`src/rtl/pin_irq_pkg.sv`:
```
package pin_irq_pkg;
  localparam int REG_AW = 4;
  localparam int SEL_W  = 3;

  typedef enum logic [SEL_W-1:0] {
    EVT_FALL = 3'd0,
    EVT_RISE = 3'd1,
    EVT_BOTH = 3'd2,
    EVT_LOW  = 3'd3,
    EVT_HIGH = 3'd4
  } evt_kind_e;

  localparam logic [REG_AW-1:0] OFS_EN_SET = 4'h0;
  localparam logic [REG_AW-1:0] OFS_EN_CLR = 4'h4;
  localparam logic [REG_AW-1:0] OFS_MASK   = 4'h8;
  localparam logic [REG_AW-1:0] OFS_STAT   = 4'hC;
endpackage

```
`src/rtl/pin_sync_bank.sv`:
```
module pin_sync_bank #(
  parameter int WIDTH  = 32,
  parameter int STAGES = 2
) (
  input  logic             clk_i,
  input  logic             rst_ni,
  input  logic [WIDTH-1:0] async_i,
  output logic [WIDTH-1:0] cur_o,
  output logic [WIDTH-1:0] prev_o
);
  logic [WIDTH-1:0] stg_q [STAGES];
  logic [WIDTH-1:0] last_q;

  always_ff @(posedge clk_i or negedge rst_ni) begin
    if (!rst_ni) begin
      for (int s = 0; s < STAGES; s++) stg_q[s] <= '0;
      last_q <= '0;
    end else begin
      stg_q[0] <= async_i;
      for (int s = 1; s < STAGES; s++) stg_q[s] <= stg_q[s-1];
      last_q <= stg_q[STAGES-1];
    end
  end

  assign cur_o  = stg_q[STAGES-1];
  assign prev_o = last_q;
endmodule

```
`src/rtl/pin_evt_detect.sv`:
```
module pin_evt_detect
  import pin_irq_pkg::*;
(
  input  logic             clk_i,
  input  logic             rst_ni,
  input  logic [SEL_W-1:0] sel_i,
  input  logic             cur_i,
  input  logic             prev_i,
  output logic             hit_o
);
  always_comb begin
    case (sel_i)
      EVT_FALL: hit_o = prev_i & ~cur_i;
      EVT_RISE: hit_o = ~prev_i & cur_i;
      EVT_BOTH: hit_o = prev_i ^ cur_i;
      EVT_LOW:  hit_o = ~cur_i;
      EVT_HIGH: hit_o = cur_i;
      default:  hit_o = 1'b0;
    endcase
  end

  a_r7_no_event: assert property (@(posedge clk_i) disable iff (!rst_ni)
    (sel_i > 3'd4) |-> !hit_o);
  a_r2_fall_only: assert property (@(posedge clk_i) disable iff (!rst_ni)
    (sel_i == EVT_FALL && hit_o) |-> (prev_i && !cur_i));
  a_r3_rise_only: assert property (@(posedge clk_i) disable iff (!rst_ni)
    (sel_i == EVT_RISE && hit_o) |-> (!prev_i && cur_i));
endmodule

```
`src/rtl/evt_irq_regs.sv`:
```
module evt_irq_regs
  import pin_irq_pkg::*;
#(
  parameter int NUM_PINS = 32
) (
  input  logic                clk_i,
  input  logic                rst_ni,
  input  logic [NUM_PINS-1:0] hit_i,
  input  logic                wr_i,
  input  logic                rd_i,
  input  logic [REG_AW-1:0]   addr_i,
  input  logic [NUM_PINS-1:0] wdata_i,
  output logic [NUM_PINS-1:0] rdata_o,
  output logic                irq_o
);
  logic [NUM_PINS-1:0] mask_q, status_q, rdata_q;
  logic                set_we, clr_we, stat_rd;

  assign set_we  = wr_i && (addr_i == OFS_EN_SET);
  assign clr_we  = wr_i && (addr_i == OFS_EN_CLR);
  assign stat_rd = rd_i && (addr_i == OFS_STAT);

  always_ff @(posedge clk_i or negedge rst_ni) begin
    if (!rst_ni) begin
      mask_q <= '0;
    end else if (set_we) begin
      mask_q <= mask_q | wdata_i;
    end else if (clr_we) begin
      mask_q <= mask_q & ~wdata_i;
    end
  end

  // new events win over the read clear
  always_ff @(posedge clk_i or negedge rst_ni) begin
    if (!rst_ni) status_q <= '0;
    else         status_q <= (stat_rd ? '0 : status_q) | hit_i;
  end

  always_ff @(posedge clk_i or negedge rst_ni) begin
    if (!rst_ni) begin
      rdata_q <= '0;
    end else if (rd_i) begin
      case (addr_i)
        OFS_MASK: rdata_q <= mask_q;
        OFS_STAT: rdata_q <= status_q;
        default:  rdata_q <= '0;
      endcase
    end
  end

  assign rdata_o = rdata_q;
  assign irq_o   = |(status_q & mask_q);

  a_r8_set_bits: assert property (@(posedge clk_i) disable iff (!rst_ni)
    (wr_i && addr_i == OFS_EN_SET) |=> ((mask_q & $past(wdata_i)) == $past(wdata_i)));
  a_r9_clr_bits: assert property (@(posedge clk_i) disable iff (!rst_ni)
    (wr_i && addr_i == OFS_EN_CLR) |=> ((mask_q & $past(wdata_i)) == '0));
  a_r10_read_clears: assert property (@(posedge clk_i) disable iff (!rst_ni)
    (rd_i && addr_i == OFS_STAT) |=> ((status_q & ~$past(hit_i)) == '0));
  a_r12_event_kept: assert property (@(posedge clk_i) disable iff (!rst_ni)
    (|hit_i) |=> ((status_q & $past(hit_i)) == $past(hit_i)));
  a_r11_sticky: assert property (@(posedge clk_i) disable iff (!rst_ni)
    !(rd_i && addr_i == OFS_STAT) |=> ((status_q & $past(status_q)) == $past(status_q)));
  a_r11_irq_needs_mask: assert property (@(posedge clk_i) disable iff (!rst_ni)
    irq_o |-> (|mask_q));
endmodule

```
`src/rtl/pin_evt_irq_ctrl.sv`:
```
module pin_evt_irq_ctrl
  import pin_irq_pkg::*;
#(
  parameter int NUM_PINS    = 32,
  parameter int SYNC_STAGES = 2
) (
  input  logic                      clk_i,
  input  logic                      rst_ni,
  input  logic [NUM_PINS-1:0]       pin_i,
  input  logic [NUM_PINS*SEL_W-1:0] evt_sel_i,
  input  logic                      reg_wr_i,
  input  logic                      reg_rd_i,
  input  logic [REG_AW-1:0]         reg_addr_i,
  input  logic [NUM_PINS-1:0]       reg_wdata_i,
  output logic [NUM_PINS-1:0]       reg_rdata_o,
  output logic                      irq_o
);
  logic [NUM_PINS-1:0] pin_cur, pin_prev, hit;

  pin_sync_bank #(.WIDTH(NUM_PINS), .STAGES(SYNC_STAGES)) u_sync (
    .clk_i   (clk_i),
    .rst_ni  (rst_ni),
    .async_i (pin_i),
    .cur_o   (pin_cur),
    .prev_o  (pin_prev)
  );

  for (genvar p = 0; p < NUM_PINS; p++) begin : g_pin
    pin_evt_detect u_det (
      .clk_i  (clk_i),
      .rst_ni (rst_ni),
      .sel_i  (evt_sel_i[p*SEL_W +: SEL_W]),
      .cur_i  (pin_cur[p]),
      .prev_i (pin_prev[p]),
      .hit_o  (hit[p])
    );
  end

  evt_irq_regs #(.NUM_PINS(NUM_PINS)) u_regs (
    .clk_i   (clk_i),
    .rst_ni  (rst_ni),
    .hit_i   (hit),
    .wr_i    (reg_wr_i),
    .rd_i    (reg_rd_i),
    .addr_i  (reg_addr_i),
    .wdata_i (reg_wdata_i),
    .rdata_o (reg_rdata_o),
    .irq_o   (irq_o)
  );
endmodule

```
`config.mk`:
```
export PLATFORM = sky130hd
export DESIGN_NAME = pin_evt_irq_ctrl
export DESIGN_NICKNAME = d
export VERILOG_FILES = /design/src/rtl/pin_irq_pkg.sv /design/src/rtl/pin_sync_bank.sv /design/src/rtl/pin_evt_detect.sv /design/src/rtl/evt_irq_regs.sv /design/src/rtl/pin_evt_irq_ctrl.sv
export SDC_FILE = /design/constraint.sdc
export NUM_CORES = 1
export LEC_CHECK = 0
export CAP_MARGIN = 30
export CELL_PAD_IN_SITES_DETAIL_PLACEMENT = 1
export CELL_PAD_IN_SITES_GLOBAL_PLACEMENT = 2
export CORE_MARGIN = 1.5
export CORE_UTILIZATION = 41
export CTS_CLUSTER_DIAMETER = 40
export DETAILED_ROUTE_END_ITERATION = 12
export DONT_BUFFER_PORTS = 1
export PLACE_DENSITY_LB_ADDON = 0.15
export SKIP_CTS_REPAIR_TIMING = 1
export SLEW_MARGIN = 40
export SYNTH_ARGS = -nofsm -noshare
export SYNTH_HDL_FRONTEND = slang
export SYNTH_SLANG_ARGS = --single-unit
```
`constraint.sdc`:
```
create_clock -name clk_i -period 2 [get_ports clk_i]
set_clock_uncertainty 0.05 [all_clocks]
set_input_delay 0.3 -clock clk_i [delete_from_list [all_inputs] [get_ports clk_i]]
set_output_delay 0.3 -clock clk_i [all_outputs]
set_load 0.005 [all_outputs]
```
After elaboration in Yosys (flattened, before gate mapping)
Cells that the tools add are included.

cells by class
  equality and inequality tests = 131
  muxes and demuxes = 36
  bitwise operators = 165
  reduce and logical (&&, ||, !) cells = 38

operators with widths
  cell                  number
  $eq A3 B2 Y1 const B  64
  $pmux W1 S5           32
  $eq A3 B1 Y1 const B  32
  $eq A3 B3 Y1 const B  32
  $logic_not A3 Y1      32
  $mux W32              3
  $and A1 B1 Y1         64
  $and A32 B32 Y32      2
  $not A1 Y1            64
  $or A32 B32 Y32       2
  $pmux W32 S2          1
  $not A32 Y32          1
  $reduce_or A32 Y1     1
  $xor A1 B1 Y1         32
  $eq A4 B4 Y1 const B  2
  $eq A4 B3 Y1 const B  1
  $logic_not A4 Y1      1
  $logic_and A1 B1 Y1   3
  $reduce_bool A2 Y1    1

word-level totals
  register bits after elaboration = 192

Depth between registers and ports, before layout
  depth after elaboration = 4
  depth in mapped cells = 6
  mapped depth without buffers = 5

Cells and area by module
A second synthesis with hierarchy kept.

second synthesis, totals
  cell total of the unflattened synthesis = 781
  area total of the unflattened synthesis = 9195.1 um^2

by module, submodules not included
  module          times used  cells each  area an instance (um^2)  seq. area each (um^2)
  evt_irq_regs    1           365         4150.2                   2402.3
  pin_sync_bank   1           128         2642.5                   2402.3
  pin_evt_detect  32          9           75.1                     0.0

Worst setup path after synthesis
OpenSTA, ideal clock, no wires.

  path kind = register -> output
  from = register with a tool-made name
  to = output port irq_o
  data arrival time = 1.164 ns
  data required time = 1.650 ns
  setup slack = 0.486 ns
  stages on the path, launching flop included = 4
  buffers on the path = 0
  cells stage by stage = dfrtp_1 -> a22oi_1 -> nand4_1 -> or4_1

RTL lines
  element        line                    source
  end, declared  pin_evt_irq_ctrl.sv:16  output logic irq_o

Worst setup path in the final report
  from = register u_regs.status_q[17]
  to = output port irq_o

on the way
  word-level cells in the longest chain between the ends = 2

RTL lines
  element                 line                source
  start, declared         evt_irq_regs.sv:16  logic [NUM_PINS-1:0] mask_q, status_q, rdata_q;
  start signal, assigned  evt_irq_regs.sv:36  else status_q <= (stat_rd ? '0 : status_q) | hit_i;
  $and A32 B32 Y32        evt_irq_regs.sv:52  assign irq_o = |(status_q & mask_q);
  $reduce_or A32 Y1       evt_irq_regs.sv:52

No other way between the ends.

==> impl_metrics.ini <==
[synth]
synth_xor_area_frac = 0
ys_ff_latch = 192
synthMuxAreaShare = 0.168
synth.net_count = 984
syn_avg_cell_area_um2 = 12.0
synth_compound_area_frac = 0.0798
seq_area_frac_synth = 0.532
synth_edf_count = 0
syn_inst = 752
async_flop_share = 1.00
yosys_most_used_dff = dfrtp_1
synth_top_family_by_area = multiplexers
ys_types = 23
yosysWarnings = 0
yosys.area_share.simple = 0.0518
synth_fa_ha_area_frac = 0.0887
syn_area_mm2 = 0.00903

[global_routing]
antenna_found_initial = 0
gr-usage-all-layers = 0.194
grt_pass1_wl_um = 33000
first_global_vias = 6107
grt_max_degree = 193
grt_overflow_total = 0

[timing]
setup_tns_ns = -0.129
period_needed_ns = 2.13
rsz0062_at_grt = yes
drv_slew = 0
hold_viol = 192
worst_pin_slew_ns = 0.421
layout_setup_ws_ns = -0.129
fin_crit_sh = 1.06
holdWs_ns = -0.483
clock.fmax_ghz = 0.470
slew_headroom = 0.719
final-setup-viol-count = 1

[run]
maxCapViolCount = 0

[hold_path]
worstHoldPathType = input pin to async pin

[worst_setup_path]
cp_cell_sequence = a22oi_1 -> nand4_1 -> or4_4
critical-path-slowest-cell = or4_4
cp-end-kind = primary output
critPathKind = flip-flop to primary output
startpoint_type = flip-flop
path_max_fanout = 3
crit_required_ns = 1.65
cp.arrival_ns = 1.78
slowest_delay_ns = 0.56

[route]
drt_pre_antenna_iters = 4
ant_nets = 0
via_count = 5856
via_per_inst = 5.24
drc_errors = 0
drt_iter0_markers = 166
detail_route.wirelength_um = 22000
wl_per_cell_um = 19.7

[layout]
fill_cells = 2263
post-route-cell-area_mm2 = 0.0107
final_cell_mix = 192 x dfrtp_1, 160 x inv_1, 64 x ha_1
area_delta_synth_final_pct = 18.2
layout_commonest_cell = dfrtp_1
drive_above_1_share = 0.141
nets = 1056
diodes = 0

[floorplanning]
fp.dieW_um = 151
initial_core_util = 0.416
core_region_area_mm2 = 0.0217
rows = 54
die_h_um = 151
io_pins = 201
die-area_mm2 = 0.0229

[status]
status = complete, but fails checks
violations = negative hold slack, negative setup slack

[clock_network]
clkTransAtPathRegs_ns = 0.07
cts.path.max_buffers = 2
numClockSinks = 192
htree_levels = 4
cts_buffers = 17
cts-root-buf = clkbuf_16
insertion_delay_ns = 0.43
tritoncts = yes

[placement]
dp_slack_ns = 0.231
portBuffers = 0
dp_hpwl_um = 15800
place_congestion = 0.753
place_area_mm2 = 0.00940

[power_and_ir_drop]
power.total_mw = 9.01
ir_worst_vdd_mv = 0.566
powerDensity_mw_per_mm2 = 844
p_leak_nw = 4.91
## power breakdown
group | switching, mW | internal (mW)
clock network | 1.51 | 1.92
logic | 0.389 | 0.667
registers | 0.302 | 4.22
total | 2.20 | 6.81
## cell usage after synthesis, drive strengths merged (4+ instances only)
library cell  count  area (um^2)
nand2            32          120
clkbuf           13         48.8
o21ai            32          160
nand3            32          160
ha               64          801
nor2             32          120
o22ai            32          200
o211ai           32          240
buf              11         70.1
mux2             32          473
mux2i            32          320
mux4             32          721
a22oi            16          120
inv             160          601
dfrtp           192         4800
nand4             4         25.0
## area by class of cell
cell class,instances,area [um^2],area share
Inverter,161,604,0.0566
Sequential cell,192,4800,0.450
Multi-Input combinational cell,375,3550,0.333
Timing Repair Buffer,77,773,0.0725
Clock inverter,11,126,0.0118
Clock buffer,21,460,0.0431
Tap cell,280,350,0.0328
## stage by stage
stage	cells	util
final	1117	0.492
after global routing	1117	0.492
after CTS	1053	0.461
after detailed placement	1021	0.433
after global placement	1021	0.433
after floorplan	752	-
## kinds of logic after synthesis
kind of cell             count (synthesis)
adder cells (fa/ha/maj)                 64
buffers and inverters                  185
flip-flops                             192
AO/OA/AOI/OAI                          112
multiplexers                            96
AND/OR/NAND/NOR                        103
## layer usage
layer,track usage,up-vias,share of wire
li1,-,2678,-
met1,0.232,3005,0.41
met2,0.325,145,0.51
met3,0.0678,28,0.073
met4,0.0621,0,0.017
met5,0,-,0
## worst max-delay path, delay by kind of cell, from the launching register on
kind	cells	cell delay [ns]
flip-flops	1	0.42
AND/OR/NAND/NOR	2	0.70
AO/OA/AOI/OAI	1	0.24
## path summary, 6_finish.rpt
path	start	endpoint	slack, ns	depth (start not counted)
max in group asynchronous	rst_ni	u_sync.cur_o[1]	2.11	0
hold / removal	rst_ni	u_sync.cur_o[15]	-0.48	0
setup / recovery	u_regs.status_q[17]	irq_o	-0.13	3
hold reg to reg	u_sync.stg_q[46]	u_sync.cur_o[14]	0.30	0
setup reg to reg	u_sync.cur_o[2]	u_regs.status_q[2]	0.34	3
min in group clk_i	evt_sel_i[53]	u_regs.status_q[17]	0	2
Note: power is estimated with default switching activity, not from simulation.
